==> src/rtl/dma_eng_pkg.sv <==
package dma_eng_pkg;
  typedef enum logic [1:0] {
    ST_IDLE  = 2'd0,
    ST_SETUP = 2'd1,
    ST_READ  = 2'd2,
    ST_WRITE = 2'd3
  } dma_state_e;
endpackage

==> src/rtl/dma_seq_fsm.sv <==
module dma_seq_fsm
  import dma_eng_pkg::*;
#(
  parameter int SETUP_CYCLES = 20
) (
  input  logic       clk,
  input  logic       rst_n,
  input  logic       start_i,
  input  logic       dev_valid_i,
  input  logic       cnt_zero_i,
  input  logic       cnt_last_i,
  output dma_state_e state_o,
  output logic       load_o,
  output logic       step_o,
  output logic       capture_o,
  output logic       done_o,
  output logic       irq_o
);
  localparam int TMR_W = $clog2(SETUP_CYCLES + 1);
  localparam logic [TMR_W-1:0] TMR_LAST = TMR_W'(SETUP_CYCLES - 1);

  dma_state_e       state_q, state_d;
  logic [TMR_W-1:0] tmr_q, tmr_d;
  logic             done_q, done_d, irq_q, irq_d;
  logic             finish_c;

  always_comb begin
    state_d  = state_q;
    finish_c = 1'b0;
    case (state_q)
      ST_IDLE:  if (start_i) state_d = ST_SETUP;
      ST_SETUP: if (tmr_q == TMR_LAST) begin
                  if (cnt_zero_i) begin
                    state_d  = ST_IDLE;
                    finish_c = 1'b1;
                  end else begin
                    state_d = ST_READ;
                  end
                end
      ST_READ:  if (dev_valid_i) state_d = ST_WRITE;
      ST_WRITE: if (cnt_last_i) begin
                  state_d  = ST_IDLE;
                  finish_c = 1'b1;
                end else begin
                  state_d = ST_READ;
                end
      default:  state_d = ST_IDLE;
    endcase
  end

  assign load_o    = (state_q == ST_IDLE) && start_i;
  assign step_o    = (state_q == ST_WRITE);
  assign capture_o = (state_q == ST_READ) && dev_valid_i;

  always_comb begin
    tmr_d = tmr_q;
    if (load_o) tmr_d = '0;
    else if (state_q == ST_SETUP) tmr_d = tmr_q + 1'b1;
  end

  always_comb begin
    done_d = done_q;
    if (finish_c) done_d = 1'b1;
    else if (load_o) done_d = 1'b0;
    irq_d = finish_c;
  end

  always_ff @(posedge clk or negedge rst_n) begin
    if (!rst_n) begin
      state_q <= ST_IDLE;
      tmr_q   <= '0;
      done_q  <= 1'b0;
      irq_q   <= 1'b0;
    end else begin
      state_q <= state_d;
      tmr_q   <= tmr_d;
      done_q  <= done_d;
      irq_q   <= irq_d;
    end
  end

  assign state_o = state_q;
  assign done_o  = done_q;
  assign irq_o   = irq_q;

  // Independent count of consecutive setup cycles, used only by the check below.
  logic [TMR_W:0] chk_setup_len;
  always_ff @(posedge clk or negedge rst_n) begin
    if (!rst_n) chk_setup_len <= '0;
    else if (state_q == ST_SETUP) chk_setup_len <= chk_setup_len + 1'b1;
    else chk_setup_len <= '0;
  end

  a_r1_setup_span: assert property (@(posedge clk) disable iff (!rst_n)
    (state_q == ST_SETUP && state_d != ST_SETUP) |-> (int'(chk_setup_len) == SETUP_CYCLES - 1));
  a_r7_irq_single: assert property (@(posedge clk) disable iff (!rst_n)
    irq_o |=> !irq_o);
  a_r7_done_holds: assert property (@(posedge clk) disable iff (!rst_n)
    (done_o && !load_o) |=> done_o);
  a_r8_busy_start_ignored: assert property (@(posedge clk) disable iff (!rst_n)
    (state_q != ST_IDLE && start_i) |=> (state_q != ST_SETUP || $past(state_q) == ST_SETUP));
endmodule

==> src/rtl/dma_addr_path.sv <==
module dma_addr_path #(
  parameter int ADDR_W = 32,
  parameter int CNT_W  = 16,
  parameter int DATA_W = 8
) (
  input  logic              clk,
  input  logic              rst_n,
  input  logic              load_i,
  input  logic              step_i,
  input  logic              capture_i,
  input  logic [ADDR_W-1:0] addr_i,
  input  logic [CNT_W-1:0]  cnt_i,
  input  logic [DATA_W-1:0] data_i,
  output logic [ADDR_W-1:0] addr_o,
  output logic [DATA_W-1:0] data_o,
  output logic              cnt_zero_o,
  output logic              cnt_last_o
);
  localparam logic [CNT_W-1:0] CNT_ONE = CNT_W'(1);

  logic [ADDR_W-1:0] addr_q, addr_d;
  logic [CNT_W-1:0]  cnt_q, cnt_d;
  logic [DATA_W-1:0] data_q, data_d;

  always_comb begin
    addr_d = addr_q;
    cnt_d  = cnt_q;
    if (load_i) begin
      addr_d = addr_i;
      cnt_d  = cnt_i;
    end else if (step_i) begin
      addr_d = addr_q + 1'b1;
      cnt_d  = cnt_q - 1'b1;
    end
    data_d = capture_i ? data_i : data_q;
  end

  always_ff @(posedge clk or negedge rst_n) begin
    if (!rst_n) begin
      addr_q <= '0;
      cnt_q  <= '0;
      data_q <= '0;
    end else begin
      addr_q <= addr_d;
      cnt_q  <= cnt_d;
      data_q <= data_d;
    end
  end

  assign addr_o     = addr_q;
  assign data_o     = data_q;
  assign cnt_zero_o = (cnt_q == '0);
  assign cnt_last_o = (cnt_q == CNT_ONE);

  a_r3_addr_step: assert property (@(posedge clk) disable iff (!rst_n)
    (step_i && !load_i) |=> (addr_q == $past(addr_q) + 1'b1));
  a_r4_cnt_step: assert property (@(posedge clk) disable iff (!rst_n)
    (step_i && !load_i) |=> (cnt_q == $past(cnt_q) - 1'b1));
  a_r6_hold_when_idle: assert property (@(posedge clk) disable iff (!rst_n)
    (!step_i && !load_i) |=> ($stable(addr_q) && $stable(cnt_q)));
endmodule

==> src/rtl/dma_byte_engine.sv <==
module dma_byte_engine
  import dma_eng_pkg::*;
#(
  parameter int ADDR_W       = 32,
  parameter int CNT_W        = 16,
  parameter int DATA_W       = 8,
  parameter int SETUP_CYCLES = 20
) (
  input  logic              clk,
  input  logic              rst_n,
  input  logic              start_i,
  input  logic [ADDR_W-1:0] start_addr_i,
  input  logic [CNT_W-1:0]  byte_count_i,
  input  logic              dev_valid_i,
  input  logic [DATA_W-1:0] dev_data_i,
  output logic              dev_rd_o,
  output logic              mem_we_o,
  output logic [ADDR_W-1:0] mem_addr_o,
  output logic [DATA_W-1:0] mem_data_o,
  output logic              busy_o,
  output logic              done_o,
  output logic              irq_o
);
  dma_state_e state;
  logic load, step, capture, cnt_zero, cnt_last;

  dma_seq_fsm #(.SETUP_CYCLES(SETUP_CYCLES)) u_fsm (
    .clk        (clk),
    .rst_n      (rst_n),
    .start_i    (start_i),
    .dev_valid_i(dev_valid_i),
    .cnt_zero_i (cnt_zero),
    .cnt_last_i (cnt_last),
    .state_o    (state),
    .load_o     (load),
    .step_o     (step),
    .capture_o  (capture),
    .done_o     (done_o),
    .irq_o      (irq_o)
  );

  dma_addr_path #(.ADDR_W(ADDR_W), .CNT_W(CNT_W), .DATA_W(DATA_W)) u_path (
    .clk       (clk),
    .rst_n     (rst_n),
    .load_i    (load),
    .step_i    (step),
    .capture_i (capture),
    .addr_i    (start_addr_i),
    .cnt_i     (byte_count_i),
    .data_i    (dev_data_i),
    .addr_o    (mem_addr_o),
    .data_o    (mem_data_o),
    .cnt_zero_o(cnt_zero),
    .cnt_last_o(cnt_last)
  );

  assign dev_rd_o = (state == ST_READ);
  assign mem_we_o = (state == ST_WRITE);
  assign busy_o   = (state != ST_IDLE);

  a_r2_write_after_read: assert property (@(posedge clk) disable iff (!rst_n)
    mem_we_o |-> $past(dev_rd_o && dev_valid_i));
  a_r2_data_from_device: assert property (@(posedge clk) disable iff (!rst_n)
    mem_we_o |-> (mem_data_o == $past(dev_data_i)));
  a_r2_single_write: assert property (@(posedge clk) disable iff (!rst_n)
    mem_we_o |=> !mem_we_o);
endmodule

==> config.mk <==
export PLATFORM = sky130hd
export DESIGN_NAME = dma_byte_engine
export DESIGN_NICKNAME = d
export VERILOG_FILES = /design/src/rtl/dma_eng_pkg.sv /design/src/rtl/dma_seq_fsm.sv /design/src/rtl/dma_addr_path.sv /design/src/rtl/dma_byte_engine.sv
export SDC_FILE = /design/constraint.sdc
export NUM_CORES = 1
export LEC_CHECK = 0
export BUFFER_PORTS_ARGS = -buffer_cell sky130_fd_sc_hd__buf_4
export CAP_MARGIN = 20
export CORE_MARGIN = 1.5
export CORE_UTILIZATION = 54
export CTS_BUF_LIST = sky130_fd_sc_hd__clkbuf_8
export DETAILED_ROUTE_END_ITERATION = 6
export GPL_ROUTABILITY_DRIVEN = 0
export GPL_TIMING_DRIVEN = 0
export PLACE_DENSITY = 0.86
export SYNTH_ARGS = -nofsm -noshare
export SYNTH_HDL_FRONTEND = slang
export SYNTH_HIERARCHICAL = 1
export SYNTH_SLANG_ARGS = --single-unit
==> constraint.sdc <==
create_clock -name clk -period 2.4 [get_ports clk]
set_clock_uncertainty 0.05 [all_clocks]
set_input_delay 0.48 -clock clk [delete_from_list [all_inputs] [get_ports clk]]
set_output_delay 0.48 -clock clk [all_outputs]
set_load 0.01 [all_outputs]
==> impl_results.md, run 1 <==
* Synthesis-to-layout area growth at 31.4%
* H-tree depth at 3
* # diodes at 0
* Post-synth EDFFs at 0
* WL per Instance at 15.9 microns
* Met3 Wirelength at roughly 520 microns
* Routed vias at 3,414
* Synth Area in Simple Gates at 25.6%
* Fillers at 479
* Die height at 83.7 microns
* Worst Reg-to-Reg Cells at 7
* First-iteration detailed-routing DRC count at 192
* Largest net degree at the start of global routing at 66
* Post-synthesis adder-cell area fraction at 1.42%
* Root Driver: clkbuf_8
* WS Path Type: reg -> reg
* # setup viols final at 0
* Synth async-reset ratio at between 90% and 100%
* Footprint of the multi-input gates at 1780 sq um
* Reg-to-Reg Start: u_fsm/state_o[0]
* Post-synth top area share at a little under half
* Post-DRT Antenna Nets at 0
* Longest Clk Path Bufs at 2
* Area leader, netlist: dfrtp_1
* Top sig layer: met4
* First-pass GRT wire length at about 15,000 microns
* Die X at 83.7 microns
* Worst slew pin tran at 0.814 ns
* Design Area, Final at 4620 sq um
* Core outline area at 6310 sq um
* CTS Hold Bufs at 0
* Slew Limit Fails at 0
* GR Util All Layers at 26.5%
* Share of layout cells above drive strength 1 at 30.8%
* Final nets at 557
* Clock-pin slew on the worst setup and hold paths at 0.07 ns
* Avg Inst Size Synth at approximately 9.5 sq um
* R2r setup slk at 0.12 ns
* Synthesized area at 3520 sq um
* Dpl hpwl at 6460 microns
* Site Rows at 29
* Final WL at 9100 microns
* CTS tree: built
* FF/Latch Area at between 1500 and 2000 sq um
* Hold Fails Final Rpt at 0
* Crit Reg-Reg Endpoint: u_path/cnt_q[13]
* Die area at between 7000 and 8000 sq um
* Finished Layout Cells at about 570
* Largest family of logic cells by synthesized area: simple AND/OR/NAND/NOR gates
* Inst Count DP at roughly 550
* Routed vias/inst at slightly below 6
* Dpl cell area at 4400 sq um
* CTS Sinks at 65
* Startpoint Class: flip-flop
* Max cap viols at 0
* Synth Warn # at 6
* Worst skew pair latency at between 0.3 and 0.4 ns
* PortBufs at around 100
* Met2 wire len at 4570 microns
* Total I/O pin count at 105
* Min Tclk post-route at 2.28 ns
* Hold Crit Class: in -> async
* Starting Density at 55.7%
* Worst VDD drop at 0.000631 V
* Register area share after synthesis at 46.2%
* Max FO, Critical Path at 10
* Drt drc at 0
* Final period util at 95.1%
* Xor/xnor share of the synthesized area at 5.23%
* DR pass1 iterations at 4
* Compound-Gate Fraction of Synth Area at 14.9%
* Crit path DAT at 2.49 ns
* Seq cells post-synth at 65
* Max-slew headroom at 45.7%
* Power Density at about 1200 nW/um^2
* Leak at 1.95 nW
* Synth area leaders: dfrtp_1, a31oi_1, nand2_1, o21ai_0, o31ai_1
* Syn Inst Count at 372
* Syn nets at 436
* Met1 WL at 3850 microns
* Synth Flop Type: dfrtp_1
* Mux contribution to synthesized area at under 10%
* FMAX at between 400 and 500 MHz
* Critical path origin: u_fsm/state_o[0]
* Gr ovfl total at 0
* Req. time, crit path at 2.60 ns
* Status: complete, no violations
* RSZ-0062 raised after global routing: false
* Netlist cell types at 43
* Layout Utilization at 73.2%
* Num CTS Buffers at 9
* CP Capture Type: flip-flop
* Vias in the first global route at 3,305
* Initial antenna violation count at 0
==> timing repair <==
item                                    CTS  global route
gates resized for setup                   2            12
endpoints found under the setup margin    4            18
setup buffers                             3             3
pin swaps                                 0             4
==> worst max-delay path by stage <==
stage	end	slack, ns
after global routing	u_path/cnt_q[11]	0.00007
after floorplan	u_path/cnt_q[13]	0.21
after global placement	u_path/addr_o[23]	0.008
final	u_path/cnt_q[13]	0.12
after CTS	u_path/addr_o[23]	0.005
after detailed placement	u_path/addr_o[23]	-0.08
==> kinds of logic (layout without fill, tap and decap cells) <==
kind of cell	after synthesis	count (layout)
muxes	10	10
buffers and inverters	28	153
and+or+nand+nor	159	159
adders and majority gates	4	4
xor gates and xnor gates	21	21
AOI/OAI and AO/OA	85	85
DFF	65	65
==> where the power goes <==
part,switching [mW],internal [mW]
clock,0.392,0.379
combinational,1.18,1.21
sequential,0.584,1.62
total,2.16,3.20
==> state kept, by name (all words and copies together), names as in the netlist <==
register / count
u_fsm/tmr_q: 5
u_fsm/irq_o: 1
u_fsm/state_o: 2
u_path/addr_o: 32
u_fsm/done_o: 1
u_path/data_o: 8
u_path/cnt_q: 16
==> layout make-up <==
type                            count  share of cell area, %
Timing Repair Buffer              110                   17.9
Clock inverter                      5                  0.406
Sequential cell                    65                   35.2
Clock buffer                       10                   2.98
Multi-Input combinational cell    279                   38.4
Inverter                            7                  0.568
Tap cell                           77                   2.08
Buffer                             21                   2.46
==> through the flow <==
stage          setup slack [ns]  hold slack [ns]  setup TNS, ns  total power, mW
2_1_floorplan             0.210            0.134              0             3.49
4_1_cts                 0.00455            0.227              0             5.32
5_1_grt               0.0000699            0.250              0             5.76
3_5_place_dp            -0.0762            0.447        -0.0862             4.53
3_3_place_gp            0.00825            0.443              0             4.41
6_report                  0.118            0.184              0             5.36
==> placed cells by master, fill, tap and decap left out, types with 9 or more instances in the layout <==
cell type / synthesis / layout
nor2_1: 28 / 28
clkbuf_1: 13 / 12
o21ai_0: 30 / 29
xnor2_1: 13 / 13
nand4_1: 9 / 9
buf_4: 1 / 110
mux2_2: 9 / 9
nand3_1: 16 / 16
nand2_1: 40 / 39
o31ai_1: 20 / 20
a31oi_1: 26 / 26
or4_1: 17 / 17
clkbuf_8: 0 / 10
dfrtp_1: 65 / 64
inv_1: 7 / 12
==> cell usage after synthesis, drive strengths merged, types with 2 or more instances <==
cell type,count
and3,4
xnor2,13
or3,9
mux2,9
buf,8
and4,7
o311ai,2
a31oi,26
inv,7
xor2,8
nor2,28
and2,6
a21oi,4
or4,21
nand2,40
nand4,10
dfrtp,65
nor3,5
clkbuf,13
ha,4
nor2b,2
or2,2
nand3,16
o31ai,20
o21ai,30
nor3b,2
==> per-layer routing <==
layer	up-vias	GRT usage, %
met4	0	11.6
met5	-	0
met1	1660	35.4
li1	1621	-
met2	114	43.3
met3	19	3.76
==> critical path: stages (launching register included) <==
cell      delay (ns)
dfrtp_2         0.43
buf_6           0.15
and2_2          0.19
buf_6           0.13
or3b_1          0.34
clkbuf_4        0.19
or4_2           0.54
a31oi_1         0.18
No activity file was read; power rests on OpenSTA's default activity.
==> run 2: changes to the inputs <==
Clock period 2.4 ns to 2.6 ns, I/O delays scaled along.
==> impl_results.md, run 2 (synthesis results as in run 1) <==
* Drt drc at 0 (unchanged)
* Longest Clk Path Bufs at 2 (unchanged)
* Largest net degree at the start of global routing at 66 (unchanged)
* Starting Density at 55.7% (unchanged)
* Core outline area at 6310 sq um (unchanged)
* Post-DRT Antenna Nets at 0 (unchanged)
* Die X at 83.7 microns (unchanged)
* GR Util All Layers at 26.4% (was 26.5%)
* First-iteration detailed-routing DRC count at 186 (was 192)
* Share of layout cells above drive strength 1 at 29.8% (was 30.8%)
* Synthesis-to-layout area growth at 29.9% (was 31.4%)
* Gr ovfl total at 0 (unchanged)
* Worst-path cell chain: buf_2 > and2_2 > buf_4 > and4_1 > nand2_1 > clkbuf_2 > or4_1 > a31oi_1 (was buf_6 > and2_2 > buf_6 > or3b_1 > clkbuf_4 > or4_2 > a31oi_1)
* # setup viols final at 0 (unchanged)
* Final nets at 553 (was 557)
* Routed vias/inst at 5.97 (was 5.95)
* Crit path DAT at 2.61 ns (was 2.49 ns)
* Setup TNS Final at 0 ns (unchanged)
* H-tree depth at 3 (unchanged)
* Root Driver: clkbuf_8 (unchanged)
* Leak at 1.92 nW (was 1.95 nW)
* Delay of the slowest critical-path stage at 0.43 ns (was 0.54 ns)
* Layout Utilization at 72.4% (was 73.2%)
* Fillers at 485 (was 479)
* Req. time, crit path at 2.81 ns (was 2.60 ns)
* Final WL at 8990 microns (was 9100 microns)
* CTS tree: built (unchanged)
* FMAX at 416 MHz (was 438 MHz)
* CP max-delay cell: or4_1 (was or4_2)
* Post-place setup slack at 0.124 ns (was -0.0762 ns)
* Routed vias at 3,405 (was 3,414)
* DR pass1 iterations at 5 (was 4)
* Final period util at 92.5% (was 95.1%)
* Max FO, Critical Path at 10 (unchanged)
* Most frequent cells in the layout: buf_4, dfrtp_1, nand2_1 (unchanged)
* Clock-pin slew on the worst setup and hold paths at 0.07 ns (about the same)
* Worst VDD drop at 0.000580 V (was 0.000631 V)
* CP Buf/Inv Count at 3 (unchanged)
* # diodes at 0 (unchanged)
* Dpl hpwl at 6460 microns (unchanged)
* Initial antenna violation count at 0 (unchanged)
* Vias in the first global route at 3,300 (was 3,305)
* Die area at 7010 sq um (unchanged)
* Total Power at 4.90 mW (was 5.36 mW)
* Num CTS Buffers at 9 (unchanged)
* WS Path Type: reg -> reg (unchanged)
* Final worst slack at 0.196 ns (was 0.118 ns)
* Min Tclk post-route at 2.40 ns (was 2.28 ns)
* Worst slew pin tran at 0.825 ns (was 0.814 ns)
* Max FFs per register at 32 (unchanged)
* Slew Limit Fails at 0 (unchanged)
* Finished Layout Cells at 570 (was 574)
* RSZ-0062 raised after global routing: false (unchanged)
* WL per Instance at 15.8 microns (was 15.9 microns)
* Inst Count DP at 553 (unchanged)
* CP Capture Type: flip-flop (unchanged)
* Max-slew headroom at 45.0% (was 45.7%)
* CTS Sinks at 65 (unchanged)
* Commonest non-fill, non-tap cell in the layout: buf_4 (unchanged)
* Status: complete, no violations (unchanged)
* Worst path top cell family by delay: simple AND/OR/NAND/NOR gates (unchanged)
* Worst skew pair latency at 0.33 ns (about the same)
* Power Density at 1070 nW/um^2 (was 1160 nW/um^2)
* Startpoint Class: flip-flop (unchanged)
* Site Rows at 29 (unchanged)
* PortBufs at 104 (unchanged)
* Hold Fails Final Rpt at 0 (unchanged)
* Total I/O pin count at 105 (unchanged)
* Hold Crit Class: in -> async (unchanged)
* Max cap viols at 0 (unchanged)
* Die height at 83.7 microns (unchanged)
* First-pass GRT wire length at 15,100 microns (was 15,200 microns)
==> run 2: cell types whose count changed in the layout (fill, tap and decap cells not counted), moves of 2 or more <==
cell      before  now
buf_4        110  107
clkbuf_4       2    0
buf_2          4    6
buf_6          3    1
==> run 2: path summary, 6_finish.rpt <==
check / slack, ns / from / end / cells past startpoint
worst max-delay path: 0.20 / u_fsm/state_o[1] / u_path/addr_o[23] / 8
worst min-delay path: 0.22 / rst_n / u_path/addr_o[27] / 1
worst max register to register: 0.20 / u_fsm/state_o[1] / u_path/addr_o[23] / 8
worst min register to register: 0.46 / u_path/data_o[1] / u_path/data_o[1] / 1
max in group asynchronous: 1.67 / rst_n / u_fsm/state_o[0] / 1
min in group clk: 0.34 / byte_count_i[4] / u_path/cnt_q[4] / 3
==> run 2: report_power, final <==
group / switching, mW / total [mW] / internal [mW]
sequential: 0.533 / 2.02 / 1.49
combinational: 1.08 / 2.17 / 1.09
clock: 0.360 / 0.710 / 0.350
total: 1.97 / 4.90 / 2.93
==> run 2: layout make-up <==
cell class	instances	area, sq um	area share, %
Inverter	7	26.3	0.575
Tap cell	77	96.3	2.11
Clock inverter	5	18.8	0.411
Buffer	21	98.8	2.16
Multi-Input combinational cell	279	1770	38.7
Sequential cell	65	1630	35.6
Clock buffer	10	138	3.01
Timing Repair Buffer	106	796	17.4
==> run 2: repair_timing <==
action | CTS | global route
endpoints found under the setup margin | 0 | 2
hold buffers | 0 | 0
gates resized for setup | 0 | 3
setup buffers | 0 | 2
==> run 2: through the flow <==
step	hold slack [ns]	cell area (sq um)
final	0.219	4570
after global routing	0.290	4570
after CTS	0.267	4550
after detailed placement	0.447	4400
after global placement	0.443	4400
after floorplan	0.174	3520
==> run 2: per-layer routing <==
| metal | up-vias | GRT usage (%) | share of wire [%] |
|---|---|---|---|
| li1 | 1609 | - | - |
| met1 | 1653 | 35.1 | 43 |
| met2 | 124 | 43.3 | 49 |
| met3 | 19 | 3.76 | 5.3 |
| met4 | 0 | 11.6 | 1.9 |
| met5 | - | 0 | 0 |
==> run 3: changes to the inputs <==
Settings changed: BUFFER_PORTS_ARGS -buffer_cell sky130_fd_sc_hd__buf_4 to -buffer_cell sky130_fd_sc_hd__clkbuf_2.
==> impl_results.md, run 3 (synthesis results as in run 1) <==
* Inst Count DP at 553 (unchanged)
* Num CTS Buffers at 9 (unchanged)
* Synthesis-to-layout area growth at 24.4% (was 29.9%)
* Worst slew pin tran at 0.889 ns (was 0.825 ns)
* Worst VDD drop at 0.000613 V (was 0.000580 V)
* # setup viols final at 0 (unchanged)
* Crit path DAT at 2.66 ns (was 2.61 ns)
* Power Density at 1140 nW/um^2 (was 1070 nW/um^2)
* GR Util All Layers at 26.1% (was 26.4%)
* Max-slew headroom at 40.7% (was 45.0%)
* Worst skew pair latency at 0.33 ns (about the same)
* Met2 wire len at 4320 microns (was 4440 microns)
* Max FO, Critical Path at 10 (unchanged)
* Reg-to-Reg Start: u_fsm/state_o[0] (was u_fsm/state_o[1])
* Total I/O pin count at 105 (unchanged)
* Top sig layer: met4 (unchanged)
* Routed vias at 3,385 (was 3,405)
* CTS tree: built (unchanged)
* Clock-pin slew on the worst setup and hold paths at 0.08 ns (was 0.07 ns)
* Layout Utilization at 69.3% (was 72.4%)
* RSZ-0062 raised after global routing: false (unchanged)
* CP Capture Type: flip-flop (unchanged)
* Routed vias/inst at 5.94 (was 5.97)
* H-tree depth at 3 (unchanged)
* Vias in the first global route at 3,269 (was 3,300)
* Critical path origin: u_fsm/state_o[0] (was u_fsm/state_o[1])
* Req. time, crit path at 2.81 ns (about the same)
* Root Driver: clkbuf_8 (unchanged)
* Max cap viols at 0 (unchanged)
* Starting Density at 55.7% (unchanged)
* WS Path Type: reg -> reg (unchanged)
* Post-DRT Antenna Nets at 0 (unchanged)
* Met3 Wirelength at 499 microns (was 476 microns)
* Longest Clk Path Bufs at 2 (unchanged)
* Final worst slack at 0.154 ns (was 0.196 ns)
* Gr ovfl total at 0 (unchanged)
* # diodes at 0 (unchanged)
* Final nets at 552 (was 553)
* Max FFs per register at 32 (unchanged)
* Die height at 83.7 microns (unchanged)
* Dpl hpwl at 6280 microns (was 6460 microns)
* Met1 WL at 3860 microns (was 3900 microns)
* Min Tclk post-route at 2.45 ns (was 2.40 ns)
* Slew Limit Fails at 0 (unchanged)
* Site Rows at 29 (unchanged)
* Commonest non-fill, non-tap cell in the layout: clkbuf_2 (was buf_4)
* Die area at 7010 sq um (unchanged)
* Hold Crit Class: in -> async (unchanged)
* First-pass GRT wire length at 14,900 microns (was 15,100 microns)
* Hold slack final at 0.270 ns (was 0.219 ns)
* Hold Fails Final Rpt at 0 (unchanged)
* Most frequent cells in the layout: clkbuf_2, dfrtp_1, nand2_1 (was buf_4, dfrtp_1, nand2_1)
* CTS Sinks at 65 (unchanged)
* Core outline area at 6310 sq um (unchanged)
* Startpoint Class: flip-flop (unchanged)
* Leak at 1.87 nW (was 1.92 nW)
* Die X at 83.7 microns (unchanged)
* Post-place setup slack at 0.160 ns (was 0.124 ns)
* Share of layout cells above drive strength 1 at 30.4% (was 29.8%)
* Finished Layout Cells at 570 (unchanged)
* Final period util at 94.1% (was 92.5%)
* Drt drc at 0 (unchanged)
* DR pass1 iterations at 4 (was 5)
* First-iteration detailed-routing DRC count at 217 (was 186)
* Initial antenna violation count at 0 (unchanged)
* Setup TNS Final at 0 ns (unchanged)
* Largest net degree at the start of global routing at 66 (unchanged)
* PortBufs at 104 (unchanged)
* Final WL at 8890 microns (was 8990 microns)
* FMAX at 409 MHz (was 416 MHz)
* Status: complete, no violations (unchanged)
* WL per Instance at 15.6 microns (was 15.8 microns)
## run 3: cell count changes in the layout (fill, tap and decap cells not counted)
| cell | delta |
|---|---|
| bufinv_16 | +2 |
| clkinvlp_4 | +2 |
| dfrtp_2 | -1 |
| dfrtp_1 | +1 |
| clkbuf_4 | +1 |
| clkbuf_8 | +1 |
| inv_1 | -4 |
| buf_4 | -105 |
| clkbuf_2 | +103 |
## run 3: what timing repair did
action | 4_1_cts | 5_1_grt
setup endpoints to repair | 0 | 2
setup buffers | 0 | 1
resized for setup | 0 | 2
hold buffers | 0 | 0
## run 3: critical path: stages, from the launching register on
cell and delay [ns]:
dfrtp_1 0.46, buf_6 0.17, and2_2 0.18, buf_4 0.19, and4_1 0.29, nand2_1 0.17
clkbuf_2 0.25, or4_1 0.44, a31oi_1 0.17
## run 3: final timing paths
path / to / slack, ns / depth (start not counted)
min in group clk: u_path/addr_o[8] / 0.34 / 3
max in group asynchronous: u_path/cnt_q[14] / 1.65 / 1
worst max register to register: u_path/addr_o[23] / 0.15 / 8
worst max-delay path: u_path/addr_o[23] / 0.15 / 8
worst min register to register: u_path/data_o[3] / 0.47 / 1
worst min-delay path: u_path/addr_o[25] / 0.27 / 1
## run 3: power by group
part / leakage (nW) / switching, mW / internal, mW
clock network: 0.113 / 0.389 / 0.589
registers: 0.760 / 0.534 / 1.49
logic: 0.994 / 1.08 / 0.891
## run 3: routing by layer
metal	GRT usage (%)	vias up
li1	-	1609
met4	11.9	0
met3	3.36	23
met1	35.4	1615
met5	0	-
met2	42.0	138
## run 3: layout make-up
class,instances,area (sq um)
sequential,65,1630
timing repair buffer,105,531
clock inverter,5,78.8
fill,522,1940
inverter,7,26.3
tap,77,96.3
multi-input combinational,279,1770
buffer,21,98.8
clock buffer,11,151
## run 3: per-stage QoR
stage / total power, mW / cell area (sq um)
6_report: 4.97 / 4380
5_1_grt: 5.34 / 4380
4_1_cts: 4.99 / 4370
3_5_place_dp: 3.98 / 4140
3_3_place_gp: 3.87 / 4140
2_1_floorplan: 3.22 / 3520
